==> src/rtl/arb_evstat_pkg.sv <==
package arb_evstat_pkg;

  localparam int CLIENT_W = 6;
  localparam int NGATH    = 2;
  localparam int WORD_W   = 32;
  localparam int ADDR_W   = 3;

  localparam logic [ADDR_W-1:0] A_CMD    = 3'd0;
  localparam logic [ADDR_W-1:0] A_LIMIT  = 3'd1;
  localparam logic [ADDR_W-1:0] A_CTL0   = 3'd2;
  localparam logic [ADDR_W-1:0] A_CLOCKS = 3'd4;
  localparam logic [ADDR_W-1:0] A_CNT0   = 3'd5;

  typedef enum logic [1:0] {
    CMD_RESET = 2'd0,
    CMD_CLEAR = 2'd1,
    CMD_STOP  = 2'd2,
    CMD_START = 2'd3
  } cmd_e;

  localparam logic [7:0] EV_QUAL  = 8'd0;
  localparam logic [7:0] EV_RD    = 8'd1;
  localparam logic [7:0] EV_WR    = 8'd2;
  localparam logic [7:0] EV_TURN  = 8'd3;
  localparam logic [7:0] EV_AGAIN = 8'd4;
  localparam logic [7:0] EV_BAA   = 8'd5;
  localparam logic [7:0] EV_BBB   = 8'd6;
  localparam logic [7:0] EV_PMISS = 8'd7;
  localparam logic [7:0] EV_APRE  = 8'd8;

  typedef struct packed {
    logic [1:0]          pmode;
    logic                cfen;
    logic [1:0]          psel;
    logic [7:0]          evsel;
    logic [CLIENT_W-1:0] client;
  } ctl_t;

  typedef struct packed {
    logic                valid;
    logic [CLIENT_W-1:0] client;
    logic                write;
    logic                hp;
    logic                tm;
    logic                bw;
    logic                pmiss;
    logic                bank_aa;
    logic                bank_bb;
    logic                apre;
  } grant_t;

  function automatic ctl_t ctl_decode(input logic [WORD_W-1:0] w);
    ctl_t c;
    c.client = w[13:8];
    c.evsel  = w[23:16];
    c.psel   = w[25:24];
    c.cfen   = w[26];
    c.pmode  = w[29:28];
    return c;
  endfunction

  function automatic logic prio_pass(input ctl_t c, input grant_t g);
    logic flag;
    logic pass;
    case (c.psel)
      2'd0:    flag = g.hp;
      2'd1:    flag = g.tm;
      2'd2:    flag = g.bw;
      default: flag = 1'b0;
    endcase
    case (c.pmode)
      2'd1:    pass = !flag;
      2'd2:    pass = flag;
      default: pass = 1'b1;
    endcase
    return pass;
  endfunction

  function automatic logic event_hit(input ctl_t c, input grant_t g,
                                     input logic turn, input logic again);
    logic sel;
    logic who;
    case (c.evsel)
      EV_QUAL:  sel = 1'b1;
      EV_RD:    sel = !g.write;
      EV_WR:    sel = g.write;
      EV_TURN:  sel = turn;
      EV_AGAIN: sel = again;
      EV_BAA:   sel = g.bank_aa;
      EV_BBB:   sel = g.bank_bb;
      EV_PMISS: sel = g.pmiss;
      EV_APRE:  sel = g.apre;
      default:  sel = 1'b0;
    endcase
    who = !c.cfen || (c.client == g.client);
    return g.valid && who && prio_pass(c, g) && sel;
  endfunction

endpackage

==> src/rtl/arb_evstat_regs.sv <==
module arb_evstat_regs
  import arb_evstat_pkg::*;
#(
  parameter int CNT_W = 32
) (
  input  logic                clk,
  input  logic                rst_n,
  input  logic                we,
  input  logic [ADDR_W-1:0]   addr,
  input  logic [WORD_W-1:0]   wdata,
  output logic                en,
  output logic                zero,
  output ctl_t                ctl_act [NGATH],
  output logic [CNT_W-1:0]    lim_act,
  output logic [WORD_W-1:0]   ctl_stg [NGATH],
  output logic [CNT_W-1:0]    lim_stg,
  output logic [1:0]          cmd_last
);

  logic cmd_wr;
  cmd_e cmd;

  assign cmd_wr = we && (addr == A_CMD);
  assign cmd    = cmd_e'(wdata[9:8]);
  assign zero   = cmd_wr && ((cmd == CMD_RESET) || (cmd == CMD_CLEAR));

  always_ff @(posedge clk or negedge rst_n) begin
    if (!rst_n) begin
      en       <= 1'b0;
      lim_act  <= '1;
      lim_stg  <= '1;
      cmd_last <= 2'd0;
      for (int i = 0; i < NGATH; i++) begin
        ctl_stg[i] <= '0;
        ctl_act[i] <= '0;
      end
    end else if (cmd_wr) begin
      cmd_last <= wdata[9:8];
      case (cmd)
        CMD_RESET: begin
          en      <= 1'b0;
          lim_stg <= '1;
          for (int i = 0; i < NGATH; i++) ctl_stg[i] <= '0;
        end
        CMD_STOP:  en <= 1'b0;
        CMD_START: begin
          en      <= 1'b1;
          lim_act <= lim_stg;
          for (int i = 0; i < NGATH; i++) ctl_act[i] <= ctl_decode(ctl_stg[i]);
        end
        default: ;
      endcase
    end else if (we) begin
      if (addr == A_LIMIT) lim_stg <= wdata[CNT_W-1:0];
      for (int i = 0; i < NGATH; i++) begin
        if (addr == A_CTL0 + ADDR_W'(i)) ctl_stg[i] <= wdata;
      end
    end
  end

endmodule

==> src/rtl/arb_evstat_hist.sv <==
module arb_evstat_hist
  import arb_evstat_pkg::*;
(
  input  logic   clk,
  input  logic   rst_n,
  input  logic   clr,
  input  grant_t g,
  output logic   turn,
  output logic   again
);

  logic                prev_v;
  logic                prev_w;
  logic [CLIENT_W-1:0] prev_c;

  always_ff @(posedge clk or negedge rst_n) begin
    if (!rst_n) begin
      prev_v <= 1'b0;
      prev_w <= 1'b0;
      prev_c <= '0;
    end else if (clr) begin
      prev_v <= 1'b0;
    end else if (g.valid) begin
      prev_v <= 1'b1;
      prev_w <= g.write;
      prev_c <= g.client;
    end
  end

  assign turn  = g.valid && prev_v && (prev_w != g.write);
  assign again = g.valid && prev_v && (prev_c == g.client);

endmodule

==> src/rtl/arb_evstat_gather.sv <==
module arb_evstat_gather
  import arb_evstat_pkg::*;
#(
  parameter int CNT_W = 32
) (
  input  logic             clk,
  input  logic             rst_n,
  input  logic             en,
  input  logic             zero,
  input  ctl_t             ctl,
  input  grant_t           g,
  input  logic             turn,
  input  logic             again,
  output logic             inc,
  output logic [CNT_W-1:0] cnt
);

  function automatic logic [CNT_W-1:0] sat_next(input logic [CNT_W-1:0] v);
    return (&v) ? v : v + 1'b1;
  endfunction

  logic hit;

  assign hit = event_hit(ctl, g, turn, again);
  assign inc = en && hit && !zero;

  always_ff @(posedge clk or negedge rst_n) begin
    if (!rst_n)   cnt <= '0;
    else if (zero) cnt <= '0;
    else if (inc)  cnt <= sat_next(cnt);
  end

endmodule

==> src/rtl/arb_evstat.sv <==
module arb_evstat
  import arb_evstat_pkg::*;
#(
  parameter int CNT_W = 32
) (
  input  logic                clk,
  input  logic                rst_n,
  input  logic                reg_we,
  input  logic [2:0]          reg_addr,
  input  logic [31:0]         reg_wdata,
  output logic [31:0]         reg_rdata,
  input  logic                gnt_valid,
  input  logic [5:0]          gnt_client,
  input  logic                gnt_write,
  input  logic                gnt_hp,
  input  logic                gnt_tm,
  input  logic                gnt_bw,
  input  logic                gnt_page_miss,
  input  logic                gnt_bank_aa,
  input  logic                gnt_bank_bb,
  input  logic                gnt_auto_pre
);

  grant_t            g;
  logic              en_q;
  logic              zero_fire;
  ctl_t              ctl_act [NGATH];
  logic [WORD_W-1:0] ctl_stg [NGATH];
  logic [CNT_W-1:0]  lim_act;
  logic [CNT_W-1:0]  lim_stg;
  logic [1:0]        cmd_last;
  logic              turn_ev;
  logic              again_ev;
  logic [CNT_W-1:0]  clk_cnt;
  logic [CNT_W-1:0]  cnt_q [NGATH];
  logic [NGATH-1:0]  inc;

  assign g.valid   = gnt_valid;
  assign g.client  = gnt_client;
  assign g.write   = gnt_write;
  assign g.hp      = gnt_hp;
  assign g.tm      = gnt_tm;
  assign g.bw      = gnt_bw;
  assign g.pmiss   = gnt_page_miss;
  assign g.bank_aa = gnt_bank_aa;
  assign g.bank_bb = gnt_bank_bb;
  assign g.apre    = gnt_auto_pre;

  arb_evstat_regs #(.CNT_W(CNT_W)) u_regs (
    .clk      (clk),
    .rst_n    (rst_n),
    .we       (reg_we),
    .addr     (reg_addr),
    .wdata    (reg_wdata),
    .en       (en_q),
    .zero     (zero_fire),
    .ctl_act  (ctl_act),
    .lim_act  (lim_act),
    .ctl_stg  (ctl_stg),
    .lim_stg  (lim_stg),
    .cmd_last (cmd_last)
  );

  arb_evstat_hist u_hist (
    .clk   (clk),
    .rst_n (rst_n),
    .clr   (zero_fire),
    .g     (g),
    .turn  (turn_ev),
    .again (again_ev)
  );

  for (genvar gi = 0; gi < NGATH; gi++) begin : g_gath
    arb_evstat_gather #(.CNT_W(CNT_W)) u_gath (
      .clk   (clk),
      .rst_n (rst_n),
      .en    (en_q),
      .zero  (zero_fire),
      .ctl   (ctl_act[gi]),
      .g     (g),
      .turn  (turn_ev),
      .again (again_ev),
      .inc   (inc[gi]),
      .cnt   (cnt_q[gi])
    );
  end

  // Window length: stops at the working limit.
  always_ff @(posedge clk or negedge rst_n) begin
    if (!rst_n)                            clk_cnt <= '0;
    else if (zero_fire)                    clk_cnt <= '0;
    else if (en_q && (clk_cnt < lim_act))  clk_cnt <= clk_cnt + 1'b1;
  end

  always_comb begin
    reg_rdata = '0;
    case (reg_addr)
      A_CMD:    reg_rdata = {22'd0, cmd_last, 8'd0};
      A_LIMIT:  reg_rdata = WORD_W'(lim_stg);
      A_CLOCKS: reg_rdata = WORD_W'(clk_cnt);
      default: begin
        for (int i = 0; i < NGATH; i++) begin
          if (reg_addr == A_CTL0 + ADDR_W'(i)) reg_rdata = ctl_stg[i];
          if (reg_addr == A_CNT0 + ADDR_W'(i)) reg_rdata = WORD_W'(cnt_q[i]);
        end
      end
    endcase
  end

endmodule

==> config.mk <==
export PLATFORM = sky130hd
export DESIGN_NAME = arb_evstat
export DESIGN_NICKNAME = d
export VERILOG_FILES = /design/src/rtl/arb_evstat_pkg.sv /design/src/rtl/arb_evstat_regs.sv /design/src/rtl/arb_evstat_hist.sv /design/src/rtl/arb_evstat_gather.sv /design/src/rtl/arb_evstat.sv
export SDC_FILE = /design/constraint.sdc
export NUM_CORES = 1
export LEC_CHECK = 0
export BUFFER_PORTS_ARGS = -buffer_cell sky130_fd_sc_hd__buf_2
export CAP_MARGIN = 10
export CORE_MARGIN = 2
export CORE_UTILIZATION = 60
export DETAILED_ROUTE_END_ITERATION = 7
export HOLD_SLACK_MARGIN = 0.1
export PLACE_DENSITY = 0.78
export SLEW_MARGIN = 0
export SYNTH_ARGS = -nofsm -noshare
export SYNTH_HDL_FRONTEND = slang
export SYNTH_HIERARCHICAL = 1
export SYNTH_SLANG_ARGS = --single-unit
==> constraint.sdc <==
create_clock -name clk -period 5.2 [get_ports clk]
set_input_delay 0.52 -clock clk [delete_from_list [all_inputs] [get_ports clk]]
set_output_delay 0.52 -clock clk [all_outputs]
set_load 0.01 [all_outputs]
# Yosys cells after proc, flatten, opt, wreduce, memory -nomap -nowiden
# Cells that the tools add are included.
dict set report word_totals {
  memories 0
  ram_bits 0
  inputBits 53
  romBits 0
  ff_bits 273
  word_cells 149
  latch_bits 0
}
dict set report op_classes {
  bitwise 1
  shift 0
  n_reduce_logical 51
  add_sub_neg 3
  multipliers 0
  eq_ne 40
  magnitude_cmp 1
  div 0
  muxes 31
}
# operator count
set ops {}
lappend ops {{32-bit 2-to-1 mux} 18}
lappend ops {{64-bit 2-to-1 mux} 3}
lappend ops {{32-bit by 1-bit adder with 32-bit output (second input constant)} 3}
lappend ops {{32-bit case mux with 3 select lines} 1}
lappend ops {{8-bit by 3-bit equality test with 1-bit output (second input constant)} 8}
lappend ops {{32-bit AND reduction} 2}
lappend ops {{8-bit by 2-bit equality test with 1-bit output (second input constant)} 4}
lappend ops {{32-bit less-than comparator} 1}
lappend ops {{6-bit equality test} 3}
lappend ops {{1-bit case mux with 9 select lines} 2}
lappend ops {{2-bit nonzero test} 9}
lappend ops {{8-bit by 1-bit equality test with 1-bit output (second input constant)} 2}
lappend ops {{8-bit by 4-bit equality test with 1-bit output (second input constant)} 2}
lappend ops {{1-bit logical AND} 16}
lappend ops {{8-bit logical NOT} 2}
lappend ops {{2-bit equality test (second input constant)} 6}
lappend ops {{2-bit by 1-bit equality test with 1-bit output (second input constant)} 5}
lappend ops {{2-bit AND reduction} 5}
lappend ops {{3-bit equality test (second input constant)} 3}
lappend ops {{3-bit AND reduction} 3}
lappend ops {{3-bit by 2-bit equality test with 1-bit output (second input constant)} 2}
lappend ops {{1-bit logical NOT} 6}
lappend ops {{2-bit logical NOT} 3}
lappend ops {{1-bit case mux with 2 select lines} 3}
lappend ops {{other kinds (10)} 15}

# Logic depth before layout (Yosys ltp)
# Gate-level depths: netlist of run 1.
dict set report depth {
  ltp_word 10
  mapped_depth 11
}

# Hierarchy
# The synthesis of run 1 kept the hierarchy.
# module area_per_inst_um2 cells_each instances
set modules_own_cells {}
lappend modules_own_cells {arb_evstat_regs 6926.6 450 1}
lappend modules_own_cells {arb_evstat 4418.0 670 1}
lappend modules_own_cells {arb_evstat_gather 2013.2 231 2}
lappend modules_own_cells {arb_evstat_hist 385.4 30 1}

# Worst setup path after synthesis of run 1
# Ideal clock, no wire load.
dict set report synth_timing {
  kind {input to register}
  from {input port gnt_client[2]}
  to {register g_gath[0].u_gath.cnt[29]}
  path_slack_ps 2179
  stages 10
  path_buffers 1
  arrival_time_ps 2896
  required_time_ps 5075
  cell_sequence {xor2_1 or4_1 nor4_2 nand3b_1 o21ai_0 a22oi_1 or4_4 buf_6 nor4_1 mux2_2}
}
dict set report synth_via {
  word_cells_on_any_way 12
  cone_classes {eq/ne (2); mux (1); reduce/logical (9)}
}
# item line
set synth_rtl {}
lappend synth_rtl {{start: declaration} arb_evstat.sv:13} ;# input logic [5:0] gnt_client,
lappend synth_rtl {{6-bit equality test} arb_evstat_hist.sv:31} ;# assign again = g.valid && prev_v && (prev_c == g.client);
lappend synth_rtl {{1-bit logical AND} arb_evstat_hist.sv:31}
lappend synth_rtl {{via again_ev} arb_evstat.sv:33} ;# logic again_ev;
lappend synth_rtl {{1-bit case mux with 9 select lines} arb_evstat_pkg.sv:83} ;# case (c.evsel)
lappend synth_rtl {{1-bit logical AND} arb_evstat_pkg.sv:96} ;# return g.valid && who && prio_pass(c, g) && sel;
lappend synth_rtl {{1-bit logical AND (2 in a row)} arb_evstat_gather.sv:25} ;# assign inc = en && hit && !zero;
lappend synth_rtl {{2-bit nonzero test (no source line)} n/a}
lappend synth_rtl {{2-bit AND reduction (no source line)} n/a}
lappend synth_rtl {{end signal: assignment} arb_evstat_gather.sv:30} ;# else if (inc) cnt <= sat_next(cnt);
lappend synth_rtl {{end: declaration} arb_evstat_gather.sv:15} ;# output logic [CNT_W-1:0] cnt
# The timed path passes the listed nets, and every way through them passes these cells.
# A chain may end at the register's enable or synchronous reset.

# Worst setup path in the final report of run 1
dict set report layout_timing {
  from {input port reg_addr[2]}
  to {output port reg_rdata[16]}
}
dict set report layout_via {
  elab_chain_len 6
  word_cells_on_any_way 12
  cone_classes {eq/ne (6); mux (5); reduce/logical (1)}
}
# item line
set layout_rtl {}
lappend layout_rtl {{start: declaration} arb_evstat.sv:9} ;# input logic [2:0] reg_addr,
lappend layout_rtl {{3-bit by 2-bit equality test with 1-bit output} arb_evstat.sv:103} ;# if (reg_addr == A_CTL0 + ADDR_W'(i)) reg_rdata = ctl_stg[i];
lappend layout_rtl {{32-bit 2-to-1 mux} arb_evstat.sv:103}
lappend layout_rtl {{32-bit 2-to-1 mux} arb_evstat.sv:104} ;# if (reg_addr == A_CNT0 + ADDR_W'(i)) reg_rdata = WORD_W'(cnt_q[i]);
lappend layout_rtl {{32-bit 2-to-1 mux} arb_evstat.sv:103}
lappend layout_rtl {{32-bit 2-to-1 mux} arb_evstat.sv:104}
lappend layout_rtl {{32-bit case mux with 3 select lines *} arb_evstat.sv:97} ;# case (reg_addr)
lappend layout_rtl {{end: declaration} arb_evstat.sv:11} ;# output logic [31:0] reg_rdata,
# Mark *: on every way between the ends. The rest lies on a longest branch, timed or not.

==> impl_metrics.ini, run 1 <==
[critical_path]
critPathMaxStageDelay_ps = 710
timing_worst_setup_path_type = in2out
crit_start = reg_addr[2]
cp-start-kind = primary input
cp.arrival_ps = 2880
cpMaxStageDelayCell = buf_4
reg2reg_slack_ps = 1890
path_cells = buf_4 -> buf_4 -> a21oi_1 -> nor2_1 -> o21ai_0 -> a21oi_1 -> buf_2
cp_num_buf_inv = 3
r2r_end = g_gath[0].u_gath/cnt[29]$_DFFE_PN0P_
cpLargestDelayFamily = buffers and inverters
r2r_start = u_hist/prev_c[1]$_DFFE_PN0P_
crit_path_end = reg_rdata[16]
ff2ff_path_depth = 9
crit_fanout = 80
critPathRequiredTime_ps = 4680
path_depth = 7
end_kind = output pin

[grt]
grt_pass1_vias = 12363
grt_pass1_wl_mm = 68.4
grt_max_degree = 129
overflow = 0
antenna_found_initial = 0
grt_usage = 0.306

[clock_tree]
postCtsSetupRepairBufs = 0
cts_tree = yes
htree_levels = 1
cts_sinks = 273
insertion_delay_ps = 560
clk_pin_slew_ps = 60
cts_root_buffer = clkbuf_16
cts_resized = 0
cts_buffer_depth = 3
tritoncts.num_buffers = 30
hold_buffers = 0

[timing]
hold_viol_final = 0
setup-violations-final = 0
period_needed_ps = 3400
finalCritPeriodShare = 0.654
rsz0062_at_grt = no
setup_ws_ps = 1800
fin_skew_ps = 16.4
max_freq_ghz = 0.294
slew_violations = 0
worstMarginPinSlew_ps = 1010
setup_tns_ps = 0
relSlewSlack = 0.326

[die]
dieHeight_um = 166
placementRows = 59
design.die.area_um2 = 27600
core_um2 = 25900
initial_core_util = 0.608
die_x_um = 166
io_pins = 85

[yosys]
synthCells = 1610
synth_warnings = 6
synth_area_um2 = 15700
avgSynthCellArea_um2 = 9.78
synthesis.nets = 1701

[place]
dp_slack_ps = 1660
dpl_cell_area_um2 = 16200
gp_congestion = 0.915
port_buffers = 84
dp_hpwl_mm = 29.1

[detailed_routing]
via_count = 12922
wl_per_cell_um = 21.5
drt_wl_total_mm = 42.9
drc = 0
via_per_inst = 6.49
drtIter0Drc = 1248
ant_nets = 0
drt_first_pass_iters = 6

[run_status]
outcome = finished clean

[finish]
fill_cells = 2004
drive_gt1_frac = 0.189
final_cell_mix = dfrtp_1 (209), a21oi_1 (162), o21ai_0 (134)
layout_commonest_cell = dfrtp_1
fin_area_um2 = 17200
antennaDiodeCount = 0
area_delta_synth_final_pct = 9.13
finalNetCount = 1724
utilization = 0.663

[power_and_ir_drop]
peakVddDrop_mv = 0.274
cellLeakagePower_nw = 7.63
p_per_area_nw_per_um2 = 385

[min_path]
hp-class = in2async

[run]
cap_violations = 0
==> area by class of cell <==
cell class / instances / area [um2] / share of cell area
clock buffers: 48 / 900 / 0.0523
clock inverters: 8 / 95.1 / 0.00553
inverters: 117 / 439 / 0.0256
multi-input cells: 1109 / 7830 / 0.456
flip-flops and latches: 273 / 6910 / 0.402
well taps: 335 / 419 / 0.0244
repair buffers: 102 / 593 / 0.0345
==> per-stage QoR <==
| stage | hold WS (ps) | cells | total power, mW |
|---|---|---|---|
| 6_report | 59.5 | 1992 | 6.61 |
| 5_1_grt | 157 | 1992 | 6.94 |
| 4_1_cts | 123 | 1992 | 6.61 |
| 3_5_place_dp | 469 | 1936 | 4.45 |
| 3_3_place_gp | 463 | 1936 | 4.36 |
| 2_1_floorplan | 224 | 1610 | 3.94 |
==> sequential cells by signal, indices dropped and copies added (netlist names) <==
register / cells
clk_cnt: 32
u_hist/prev_w: 1
u_hist/prev_v: 1
u_hist/prev_c: 6
u_regs/lim_act: 32
u_regs/ctl_act: 38
g_gath.u_gath/cnt: 64
u_regs/en: 1
u_regs/cmd_last: 2
u_regs/lim_stg: 32
u_regs/ctl_stg: 64
==> where the power goes <==
part	switching, mW	total [mW]	internal [mW]
Combinational	0.790	1.46	0.666
Sequential	0.407	3.00	2.59
Clock	0.876	2.15	1.28
Total	2.07	6.61	4.54
==> worst reg2reg max path: stages, from the launching register on <==
cell and delay (ps):
dfrtp_1 400, xor2_1 150, or4_1 530, nor4_2 240
nand3b_1 110, o21ai_0 90, a22oi_1 120, or4_4 770
nor4_1 390, mux2_2 380
==> how the worst min path moves through the flow <==
stage | from | endpoint | cells past startpoint
floorplan | rst_n | clk_cnt[0]$_DFFE_PN0P_ | 0
global placement | u_regs/lim_stg[8]$_DFFE_PN1P_ | u_regs/lim_stg[8]$_DFFE_PN1P_ | 2
detailed placement | u_regs/lim_stg[27]$_DFFE_PN1P_ | u_regs/lim_stg[27]$_DFFE_PN1P_ | 2
CTS | rst_n | clk_cnt[22]$_DFFE_PN0P_ | 1
global route | rst_n | clk_cnt[21]$_DFFE_PN0P_ | 1
finish | rst_n | clk_cnt[22]$_DFFE_PN0P_ | 1
==> per-layer routing <==
metal	wire length, um	part of all wire	GRT usage	up-vias
met4	1260	0.029	0.0964	0
met1	18300	0.43	0.447	6394
met5	0	0	0	-
met3	3520	0.082	0.0484	79
li1	-	-	-	5907
met2	19800	0.46	0.474	542
Note: power is estimated with default switching activity, not from simulation.
==> inputs of run 2 (changes only) <==
CORE_UTILIZATION = 56   (was 60)
PLACE_DENSITY = 0.77   (was 0.78)
clock period = 3.1 ns   (was 5.2 ns; I/O delays follow)
==> run 2 against run 1 <==
Compared with the run above:
- worst hold slack improved by 45 ps
- power increased by 67%
- the run now ends with setup timing left
- first-iteration DRC count up 9.3%
- sequential share of layout area decreased by 2.2 points
- largest cell class unchanged
- routed wire length grew 5.5%
- count of clock-buffer cells in the layout unchanged
- global-route usage shrank 0.70 points
- die area grew 7.0%
- critical path depth increased by 3
- register-to-register slack got worse by 1900 ps
- critical endpoint is now g_gath[1].u_gath/cnt[29]$_DFFE_PN0P_
==> impl_metrics.ini, run 2 (synthesized netlist as in run 1, its figures left out) <==
[critical_path]
cp-start-kind = register
crit_fanout = 6
cp.arrival_ps = 3590
path_depth = 10
cpMaxStageDelayCell = or4_4
critPathRequiredTime_ps = 3540
reg2reg_slack_ps = -40
crit_start = u_hist/prev_c[1]$_DFFE_PN0P_
cpLargestDelayFamily = simple AND/OR/NAND/NOR gates
timing_worst_setup_path_type = reg2reg
end_kind = register
path_cells = xor2_1 -> or4_4 -> nor4_4 -> nand3b_1 -> o21ai_1 -> a22oi_2 -> or4_4 -> buf_4 -> nor4_4 -> mux2_2
cp_num_buf_inv = 1
r2r_end = g_gath[1].u_gath/cnt[29]$_DFFE_PN0P_
critPathMaxStageDelay_ps = 670
r2r_start = u_hist/prev_c[1]$_DFFE_PN0P_
ff2ff_path_depth = 10
crit_path_end = g_gath[1].u_gath/cnt[29]$_DFFE_PN0P_

[place]
dp_hpwl_mm = 29.8
gp_congestion = 0.982
dp.cells = 2010
port_buffers = 84

[die]
design.die.area_um2 = 29500
die_x_um = 172
placementRows = 61
initial_core_util = 0.568
dieHeight_um = 172
core_um2 = 27700
io_pins = 85

[grt]
grt_max_degree = 97
use_met3 = 0.0497
grt-busiest-layer = met2
grt_util_met1 = 0.416
grt_pass1_wl_mm = 69.4
grt_usage = 0.299
grt_util_met2 = 0.463
overflow = 0
grt_pass1_vias = 12763
antenna_found_initial = 0

[timing]
worstMarginPinSlew_ps = 831
slew_violations = 0
finalCritPeriodShare = 1.01
hold_viol_final = 0
period_needed_ps = 3140
relSlewSlack = 0.441
rsz0062_at_grt = yes
fin_skew_ps = 17.5
setup-violations-final = 8
setup_tns_ps = -186
setup_ws_ps = -43.4
max_freq_ghz = 0.318

[detailed_routing]
wl_per_cell_um = 21.5
via_per_inst = 6.42
drtIter0Drc = 1364
drc = 0
drt_wl_total_mm = 45.2
ant_nets = 0
via_count = 13536
drt_first_pass_iters = 5

[power_and_ir_drop]
p_per_area_nw_per_um2 = 609
peakVddDrop_mv = 0.476
cellLeakagePower_nw = 8.03

[clock_tree]
cts_root_buffer = clkbuf_16
insertion_delay_ps = 560
clk_pin_slew_ps = 60
cts_sinks = 273
cts_buffer_depth = 3
htree_levels = 1
tritoncts.num_buffers = 29
cts_tree = yes

[finish]
fill_cells = 2084
finalNetCount = 1798
final_cell_mix = dfrtp_1 (209), a21oi_1 (146), o21ai_0 (132)
antennaDiodeCount = 0
area_delta_synth_final_pct = 15.3
ff_latch_area_um2 = 6910
multiInputGateArea_um2 = 8050
utilization = 0.655
reg_top3 = g_gath.u_gath/cnt: 64 flops, u_regs/ctl_stg: 64 flops, u_regs/ctl_act: 38 flops
drive_gt1_frac = 0.225
layout_commonest_cell = dfrtp_1
fin_cells = 2108

[run_status]
outcome = finished with violations
violations = setup timing

[run]
cap_violations = 0

[min_path]
hp-class = in2reg
run 2: routing by layer:
layer  vias up  wire (um)  part of all wire
li1       6057          -                 -
met1      6649      18200              0.40
met2       675      21000              0.46
met3       155       3780             0.083
met4         0       2250             0.050
met5         -          0                 0
run 2: what timing repair did:
action	4_1_cts	5_1_grt
hold buffers	33	0
setup endpoints to repair	3	47
hold endpoints to repair	143	0
setup buffers	0	5
pin swaps	1	42
gates resized for setup	0	53
cloned	0	6
run 2: power by group:
part	leakage (nW)	switching (mW)	total (mW)	internal, mW
sequential	3.42	0.640	4.99	4.35
clock	0.446	1.44	3.33	1.90
combinational	4.16	1.45	2.73	1.28
total	8.03	3.53	11.1	7.53
run 2: worst register-to-register path: cells and delay by family, from the launching register on:
family | cells | cell delay (ps)
compound gates | 2 | 280
xor+xnor | 1 | 150
buf+inv | 1 | 190
flops | 1 | 390
mux | 1 | 360
simple gates | 5 | 1650
run 2: area by class of cell:
class / count / area share
clock buffers: 48 / 0.0478
clock inverters: 6 / 0.00186
inverters: 117 / 0.0242
multi-input cells: 1112 / 0.444
flip-flops and latches: 273 / 0.381
well taps: 378 / 0.0260
repair buffers: 174 / 0.0760
run 2: worst min path at each step:
stage / start / endpoint / slack, ps / depth (start not counted)
2_1_floorplan: rst_n / clk_cnt[0]$_DFFE_PN0P_ / 10 / 0
3_3_place_gp: rst_n / u_regs/ctl_act[10]$_DFFE_PN0P_ / 390 / 1
3_5_place_dp: rst_n / u_regs/ctl_act[13]$_DFFE_PN0P_ / 390 / 1
4_1_cts: gnt_client[3] / u_hist/prev_c[3]$_DFFE_PN0P_ / 100 / 2
5_1_grt: reg_wdata[26] / u_regs/ctl_stg[26]$_DFFE_PN0P_ / 100 / 2
6_report: gnt_client[3] / u_hist/prev_c[3]$_DFFE_PN0P_ / 100 / 2
run 2: metrics by stage:
| stage | power (mW) | hold WS, ps | instance area [um2] | worst slack [ps] |
|---|---|---|---|---|
| floorplan | 6.60 | 14.4 | 15700 | 243 |
| finish | 11.1 | 105 | 18200 | -43.4 |
| detailed placement | 7.55 | 394 | 16600 | -99.7 |
| CTS | 10.9 | 100 | 17800 | 16.6 |
| global placement | 7.43 | 390 | 16600 | -13.4 |
| global route | 11.6 | 105 | 18200 | -152 |
==> inputs of run 3 (changes only) <==
--- a/config.mk
+++ b/config.mk
@@ -13,5 +13,5 @@
 export HOLD_SLACK_MARGIN = 0.1
 export PLACE_DENSITY = 0.77
-export SLEW_MARGIN = 0
+export RECOVER_POWER = 100
 export SYNTH_ARGS = -nofsm -noshare
 export SYNTH_HDL_FRONTEND = slang
==> constraint.sdc (replaced) <==
create_clock -name clk -period 3.1 [get_ports clk]
set_input_delay 0.155 -clock clk [delete_from_list [all_inputs] [get_ports clk]]
set_output_delay 0.155 -clock clk [all_outputs]
set_load 0.01 [all_outputs]
==> run 3 against run 2 <==
Compared with the run above:
- the flow finishes with violations (capacitance limit, slew limit)
- register-to-register slack better by 110 ps
- power is 2.0% higher
- via count is 1.1% lower
- non-clock buffer count decreased by 4
- maximum frequency up 3.6%
- count of clock-buffer cells in the layout fell by 6
- design area shrank 2.0%
- first-iteration DRC count rose by 0.88%
- critical endpoint is now g_gath[1].u_gath/cnt[3]$_DFFE_PN0P_
==> impl_metrics.ini, run 3 (synthesized netlist as in run 1, its figures left out) <==
[critical_path]
cp-start-kind = register
critPathMaxStageDelay_ps = 570
cp_num_buf_inv = 2
crit_start = u_hist/prev_c[2]$_DFFE_PN0P_
r2r_start = u_hist/prev_c[2]$_DFFE_PN0P_
critPathRequiredTime_ps = 3580
cpLargestDelayFamily = simple AND/OR/NAND/NOR gates
timing_worst_setup_path_type = reg2reg
end_kind = register
cp.arrival_ps = 3510
crit_fanout = 8
cpMaxStageDelayCell = or4_4
path_cells = xor2_1 -> or4_4 -> nor4_4 -> nand3b_1 -> o21ai_1 -> a22oi_2 -> or4_4 -> buf_12 -> buf_12 -> or3_1 -> a21oi_1

[timing]
relSlewSlack = -0.238
setup-violations-final = 0
period_needed_ps = 3030
worstMarginPinSlew_ps = 1860
max_freq_ghz = 0.330
fin_skew_ps = 8.59
setup_ws_ps = 65.7
slew_violations = 82
hold_viol_final = 0
finalCritPeriodShare = 0.979
setup_tns_ps = 0
fin_hold_ws_ps = 266

[power_and_ir_drop]
cellLeakagePower_nw = 7.85
total_power_mw = 11.3
p_per_area_nw_per_um2 = 633
peakVddDrop_mv = 0.393

[grt]
antenna_found_initial = 0
grt_pass1_vias = 12483
grt_max_degree = 112
overflow = 0
grt_util_met1 = 0.428
grt_util_met2 = 0.472
grt-busiest-layer = met2
grt_usage = 0.300
grt_pass1_wl_mm = 69.3
use_met3 = 0.0407

[run_status]
outcome = finished with violations
violations = capacitance limit, slew limit

[place]
dp_hpwl_mm = 29.3
port_buffers = 84
gp_congestion = 0.972
dpl_cell_area_um2 = 16500
dp.cells = 1998
dp_slack_ps = -25.3

[min_path]
hp-class = in2reg
min-delay-start = reg_addr[1]

[die]
io_pins = 85
dieHeight_um = 172
design.die.area_um2 = 29500
placementRows = 61
core_um2 = 27700
die_x_um = 172
initial_core_util = 0.568

[finish]
layout_commonest_cell = dfrtp_1
fin_area_um2 = 17800
utilization = 0.643
fill_cells = 2210
reg_top3 = g_gath.u_gath/cnt: 64 flops, u_regs/ctl_stg: 64 flops, u_regs/ctl_act: 38 flops
final_cell_mix = dfrtp_1 (209), a21oi_1 (152), o21ai_0 (133)
drive_gt1_frac = 0.152
area_delta_synth_final_pct = 13.0
antennaDiodeCount = 0
fin_cells = 2106
finalNetCount = 1795

[clock_tree]
insertion_delay_ps = 560
tritoncts.num_buffers = 30
clk_pin_slew_ps = 60
cts_root_buffer = clkbuf_16
cts_buffer_depth = 3
cts_tree = yes
cts_sinks = 273
htree_levels = 1

[detailed_routing]
drtIter0Drc = 1376
drt_wl_total_mm = 44.8
ant_nets = 0
wl_per_cell_um = 21.3
drc = 0
via_count = 13382
drt_first_pass_iters = 5
via_per_inst = 6.35

[run]
cap_violations = 2
==> run 3: changes by cell type in the layout (fill, tap and decap cells not counted), sizes merged <==
cell / previous run / this run
clkinv: 5 / 9
inv: 118 / 117
buf: 139 / 82
clkinvlp: 0 / 1
dlygate4sd3: 33 / 42
clkbuf: 50 / 88
bufinv: 0 / 4
==> run 3: repair_timing <==
item                                    4_1_cts  5_1_grt
hold buffers                                 42        0
buffers inserted                              0        5
endpoints found under the hold margin       233        0
endpoints found under the setup margin        9       47
resized for setup                             0       28
pin swaps                                     2       11
gates cloned                                  0        5
==> run 3: cell type report <==
type                            count  area [um2]  area share
Clock buffer                       42         877      0.0493
Clock inverter                     14         173     0.00970
Inverter                          117         439      0.0247
Multi-Input combinational cell   1112        7670       0.431
Sequential cell                   273        6910       0.388
Tap cell                          378         473      0.0266
Timing Repair Buffer              170        1260      0.0706
==> run 3: per-layer routing <==
metal	routed length, um	share of wire	vias up
met5	0	0	-
met4	1660	0.037	0
met3	3470	0.077	115
met2	21000	0.47	633
met1	18700	0.42	6552
li1	-	-	6082
==> run 3: final timing paths <==
check | endpoint | slack (ps) | cells after the start
hold / removal | u_regs/ctl_stg[36]$_DFFE_PN0P_ | 270 | 2
setup / recovery | g_gath[1].u_gath/cnt[3]$_DFFE_PN0P_ | 70 | 11
min in group asynchronous | u_regs/ctl_stg[29]$_DFFE_PN0P_ | 660 | 2
setup reg to reg | g_gath[1].u_gath/cnt[3]$_DFFE_PN0P_ | 70 | 11
hold reg to reg | u_regs/lim_stg[9]$_DFFE_PN1P_ | 480 | 2
max in group asynchronous | u_regs/ctl_stg[40]$_DFFE_PN0P_ | 620 | 3
==> run 3: power breakdown <==
part,total [mW],internal (mW),switching (mW)
clock network,3.78,2.29,1.49
registers,4.98,4.35,0.636
logic,2.51,1.09,1.42
